==> src/rtl/sxg_pkg.sv <==
package sxg_pkg;
  typedef enum logic [1:0] {
    MODE_REAL = 2'd0,
    MODE_V86  = 2'd1,
    MODE_PROT = 2'd2,
    MODE_LONG = 2'd3
  } cpu_mode_e;

  localparam int FAULT_N = 5;
  localparam int F_UD = 0;
  localparam int F_NM = 1;
  localparam int F_GP = 2;
  localparam int F_SS = 3;
  localparam int F_PF = 4;
endpackage

==> src/rtl/sxg_xor_lanes.sv <==
module sxg_xor_lanes #(
  parameter int DATA_W = 128,
  parameter int LANE_W = 32
) (
  input  logic [DATA_W-1:0] dst_val,
  input  logic [DATA_W-1:0] src_reg,
  input  logic [DATA_W-1:0] src_mem,
  input  logic              use_mem,
  output logic [DATA_W-1:0] xor_out
);
  localparam int LANES = DATA_W / LANE_W;

  for (genvar l = 0; l < LANES; l++) begin : g_lane
    logic [LANE_W-1:0] opnd;
    assign opnd = use_mem ? src_mem[l*LANE_W +: LANE_W] : src_reg[l*LANE_W +: LANE_W];
    assign xor_out[l*LANE_W +: LANE_W] = dst_val[l*LANE_W +: LANE_W] ^ opnd;
  end
endmodule

==> src/rtl/sxg_addr_check.sv <==
module sxg_addr_check #(
  parameter int          ADDR_W      = 64,
  parameter int          VA_BITS     = 48,
  parameter int          ALIGN_BYTES = 16,
  parameter int unsigned REAL_LIMIT  = 32'h0000_FFFF
) (
  input  logic [ADDR_W-1:0] mem_addr,
  output logic              misaligned,
  output logic              real_over,
  output logic              noncanon
);
  localparam int ALIGN_LSB = $clog2(ALIGN_BYTES);
  localparam logic [ADDR_W-1:0] LAST_START =
    ADDR_W'(REAL_LIMIT) - ADDR_W'(ALIGN_BYTES) + ADDR_W'(1);
  localparam int HI_W = ADDR_W - VA_BITS + 1;

  logic [HI_W-1:0] upper;

  assign upper      = mem_addr[ADDR_W-1:VA_BITS-1];
  assign misaligned = |mem_addr[ALIGN_LSB-1:0];
  assign real_over  = mem_addr > LAST_START;
  assign noncanon   = !((&upper) || (~|upper));
endmodule

==> src/rtl/sxg_fault_eval.sv <==
module sxg_fault_eval
  import sxg_pkg::*;
(
  input  logic [1:0]         cpu_mode,
  input  logic               ctl_emul,
  input  logic               ctl_task_sw,
  input  logic               ctl_os_xstate,
  input  logic               feat_simd,
  input  logic               lock_pfx,
  input  logic               use_mem,
  input  logic               stack_seg,
  input  logic               seg_bad,
  input  logic               page_fault,
  input  logic               misaligned,
  input  logic               real_over,
  input  logic               noncanon,
  output logic [FAULT_N-1:0] fault
);
  cpu_mode_e mode;
  logic ud, nm, gp, ss, pf, seg_mode, small_mode;

  assign mode       = cpu_mode_e'(cpu_mode);
  assign small_mode = (mode == MODE_REAL) || (mode == MODE_V86);
  assign seg_mode   = (mode == MODE_PROT);

  assign ud = ctl_emul || !ctl_os_xstate || !feat_simd || lock_pfx;
  assign nm = ctl_task_sw;
  assign gp = use_mem && (misaligned
                          || (small_mode && real_over)
                          || ((mode == MODE_LONG) && noncanon && !stack_seg)
                          || (seg_mode && seg_bad && !stack_seg));
  assign ss = use_mem && (((mode == MODE_LONG) && noncanon && stack_seg)
                          || (seg_mode && seg_bad && stack_seg));
  assign pf = use_mem && page_fault && (mode != MODE_REAL);

  always_comb begin
    fault = '0;
    if (ud)      fault[F_UD] = 1'b1;
    else if (nm) fault[F_NM] = 1'b1;
    else if (gp) fault[F_GP] = 1'b1;
    else if (ss) fault[F_SS] = 1'b1;
    else if (pf) fault[F_PF] = 1'b1;
  end
endmodule

==> src/rtl/simd_xor_guard.sv <==
module simd_xor_guard
  import sxg_pkg::*;
#(
  parameter int DATA_W  = 128,
  parameter int LANE_W  = 32,
  parameter int ADDR_W  = 64,
  parameter int VA_BITS = 48
) (
  input  logic              clk,
  input  logic              rst,
  input  logic              in_valid,
  input  logic [DATA_W-1:0] dst_val,
  input  logic [DATA_W-1:0] src_reg,
  input  logic [DATA_W-1:0] src_mem,
  input  logic              use_mem,
  input  logic [ADDR_W-1:0] mem_addr,
  input  logic [1:0]        cpu_mode,
  input  logic              ctl_emul,
  input  logic              ctl_task_sw,
  input  logic              ctl_os_xstate,
  input  logic              feat_simd,
  input  logic              lock_pfx,
  input  logic              stack_seg,
  input  logic              seg_bad,
  input  logic              page_fault,
  output logic [DATA_W-1:0] result,
  output logic              wr_en,
  output logic [4:0]        fault_vec
);
  logic [DATA_W-1:0]  xor_out;
  logic               misaligned, real_over, noncanon;
  logic [FAULT_N-1:0] fault;
  logic               commit;

  sxg_xor_lanes #(.DATA_W(DATA_W), .LANE_W(LANE_W)) u_lanes (
    .dst_val(dst_val), .src_reg(src_reg), .src_mem(src_mem),
    .use_mem(use_mem), .xor_out(xor_out)
  );

  sxg_addr_check #(.ADDR_W(ADDR_W), .VA_BITS(VA_BITS)) u_addr (
    .mem_addr(mem_addr), .misaligned(misaligned),
    .real_over(real_over), .noncanon(noncanon)
  );

  sxg_fault_eval u_fault (
    .cpu_mode(cpu_mode), .ctl_emul(ctl_emul), .ctl_task_sw(ctl_task_sw),
    .ctl_os_xstate(ctl_os_xstate), .feat_simd(feat_simd), .lock_pfx(lock_pfx),
    .use_mem(use_mem), .stack_seg(stack_seg), .seg_bad(seg_bad),
    .page_fault(page_fault), .misaligned(misaligned), .real_over(real_over),
    .noncanon(noncanon), .fault(fault)
  );

  assign commit = in_valid && (fault == '0);

  always_ff @(posedge clk) begin
    if (rst) begin
      result    <= '0;
      wr_en     <= 1'b0;
      fault_vec <= '0;
    end else begin
      wr_en     <= commit;
      fault_vec <= in_valid ? fault : '0;
      if (commit) result <= xor_out;
    end
  end
endmodule

==> config.mk <==
export PLATFORM = sky130hd
export DESIGN_NAME = simd_xor_guard
export DESIGN_NICKNAME = d
export VERILOG_FILES = /design/src/rtl/sxg_pkg.sv /design/src/rtl/sxg_xor_lanes.sv /design/src/rtl/sxg_addr_check.sv /design/src/rtl/sxg_fault_eval.sv /design/src/rtl/simd_xor_guard.sv
export SDC_FILE = /design/constraint.sdc
export NUM_CORES = 1
export LEC_CHECK = 0
export BUFFER_PORTS_ARGS = -buffer_cell sky130_fd_sc_hd__clkbuf_2
export CAP_MARGIN = 20
export CORE_AREA = 3 3 230 232
export CTS_BUF_LIST = sky130_fd_sc_hd__clkbuf_4 sky130_fd_sc_hd__clkbuf_8 sky130_fd_sc_hd__clkbuf_16
export CTS_CLUSTER_SIZE = 28
export DETAILED_ROUTE_END_ITERATION = 8
export DIE_AREA = 0 0 233 235
export PLACE_DENSITY = 0.39
export SLEW_MARGIN = 20
export SYNTH_ARGS = -nofsm -noshare
export SYNTH_HDL_FRONTEND = slang
export SYNTH_HIERARCHICAL = 1
export SYNTH_SLANG_ARGS = --single-unit
==> constraint.sdc <==
create_clock -name clk -period 2.65 [get_ports clk]
set_input_delay 0.265 -clock clk [delete_from_list [all_inputs] [get_ports clk]]
set_output_delay 0.265 -clock clk [all_outputs]
set_load 0.1 [all_outputs]
==> metrics.txt <==
status complete, but fails checks; failing checks setup timing; Ports 596; Clk Latency, worst-skew pair 460 ps; first-pass GRT wire length 46800 microns; Post-synth top cells mux2i_1, nand2b_1, dfxtp_1; internal power around 4.3 mW; Post-Syn Nets approximately 1.3k; CTS sink cnt between 100 and 150; Slew @ Worst Pin roughly 660 ps; Post-synth ARST share 0; power density over the cells 453 nW/um^2; Final Critical Period between 2000 and 3000 ps; final HPWL from detailed placement around 26000 microns; clk_skew 0 ps; Final Cycle Share 1.03; initial core utilization 0.176; Core ar. 51200 sq um; GRT Overall Usage 0.113; Area growth syn-to-layout 47.5%; GRT busiest layer met2; WL/cell 14.8 microns; crit start category input port; Highest Clock Rate 368 MHz; critical path endpoint category flip-flop; Gate power share 0.233; ys flop type dfxtp_1; Synth Cell Area 8990 sq um; leading area contributor after synthesis dfxtp_1; layout filler cell count 5574; RSZ-0062 raised after global routing true; met2 usage 0.201; switching share of power 0.280; crit-path max FO 28; Clock Power Share 0.423; initial antenna violation count 1; Gate Count Post-Synth 883; H-Tree Depth 4; grt met1 use 0.118; CP arrival 3110 ps; CTS tree done; DIE HEIGHT 235 microns; clock buffer depth 2; Synth area leaders dfxtp_1, mux2i_1, nand2b_1; met3 Use GR 0.0393; yosys warns 6; max_slew headroom 0.562; Hold Crit Class in2reg; crit path kind in2reg; post-route setup TNS -2970 ps; EDFF count, synth 0; Seq pwr share 0.343; Syn Area/Cell 10.2 sq um; design area roughly 13000 sq um; Cell variety after synth 31; Rows between 80 and 90; largest net degree at the start of global routing between 100 and 150; Synth Register Bits 134; Clock Pin Slew Worst Setup and Hold Paths 60 ps; die width 233 microns; routed via count 8094; Pleak 5.99 nW; count of pins over their slew limit 0; CTS Root Cell clkbuf_16; Pre-antenna DRT Iters 4; placed cell area between 10000 and 15000 sq um; final setup fails 99; WP data required 3040 ps; DIE AREA between 50000 and 60000 sq um; Nets 1930; antenna cells 0; ratio of cells with drive above 1 in the final layout 0.451; Final ANT Viol Nets 0; final setup margin -68.4 ps; final wirelength 31900 microns; Seq/Total Area, Yosys 0.298; CTS buffer count 17; GRT overflow 0; DRC Markers 0; via/cell ratio 3.75; GPL Wtd Cong around 0.8; Max Cap Violations 0; Synth top area share 0.298; placed cells 2126; Hold Vio Cnt, Final 0; VDD IR max 0.436 mV; Iteration-0 DRC Markers 234; fin cells 2160; vias in the first global route 8461; NetSw 1.68 mW; I/O Buffers 595
==> layer usage <==
layer	routed length, microns	up-vias
met3	2790	37
met1	11900	3580
met2	16300	338
met4	882	2
met5	13	-
li1	-	4137
==> what timing repair did <==
| action | CTS | global route |
|---|---|---|
| endpoints found under the setup margin | 38 | 127 |
| gates cloned | 0 | 1 |
| pin swaps | 0 | 0 |
| hold buffers | 0 | 0 |
| setup buffers | 0 | 2 |
| gates resized for setup | 2 | 16 |
==> layout by cell type, fill, tap and decap left out, drive strengths merged, types with 2 or more instances in the layout <==
cell,n
nand4,8
inv,3
and3,2
and2,5
bufinv,3
nor3,3
nand2b,256
clkinv,2
dfxtp,134
clkinvlp,2
nand2,2
nor2,3
nor4,13
xnor2,128
mux2i,256
buf,32
clkbuf,615
==> worst max-delay path, cell delays in order <==
cell and delay [ps]:
buf_6 100, nor4_2 260, nand4_1 150, nor4_2 220
a41oi_1 80, mux2_4 280, and3_4 170, and3_4 170
or4b_4 530, nor3_4 200, buf_12 200, buf_16 230
mux2i_1 210
==> sequential cells by signal, indices dropped and copies added, names as in the netlist <==
signal	flops
wr_en	1
fault_vec	5
result	128
==> worst paths after layout <==
path	from	end	slack, ps	depth (start not counted)
max	mem_addr[57]	result[64]	-70	13
min	dst_val[111]	result[111]	110	4
min reg2reg	result[70]	result[70]	470	2
max reg2reg	result[87]	result[87]	2040	2
==> metrics by stage <==
stage / utilization / power (mW) / hold slack (ps) / worst slack, ps
4_1_cts: 0.257 / 6.18 / 47.3 / -35.3
5_1_grt: 0.259 / 6.32 / 92.1 / -232
2_1_floorplan: - / 3.00 / 479 / -118
3_3_place_gp: 0.245 / 3.52 / 457 / -519
3_5_place_dp: 0.245 / 3.52 / 459 / -567
6_report: 0.259 / 6.00 / 114 / -68.4
==> area by class of cell <==
class,instances,area [sq um],area share
multi-input combinational,689,5700,0.430
tap,680,851,0.0642
sequential,134,2680,0.202
inverter,3,11.3,0.000849
clock inverter,7,119,0.00897
timing repair buffer,623,3390,0.256
clock buffer,24,503,0.0379
==> power groups by stage <==
stage / Combinational (mW) / Sequential, mW / Clock, mW
floorplan: 0.677 / 2.32 / 0
global placement: 1.41 / 2.10 / 0
detailed placement: 1.42 / 2.11 / 0
CTS: 1.42 / 2.06 / 2.69
global route: 1.53 / 2.06 / 2.72
finish: 1.40 / 2.06 / 2.54
==> logic make-up (layout without fill, tap and decap cells) <==
kind of cell	count (synthesis)	count (layout)	synth area share
buffers and inverters	60	657	0.0742
AND/OR/NAND/NOR	298	298	0.210
flip-flops	134	134	0.298
XOR/XNOR	128	128	0.125
AO/OA/AOI/OAI	6	6	0.00626
multiplexers	257	257	0.287
No activity file was read; power rests on OpenSTA's default activity.
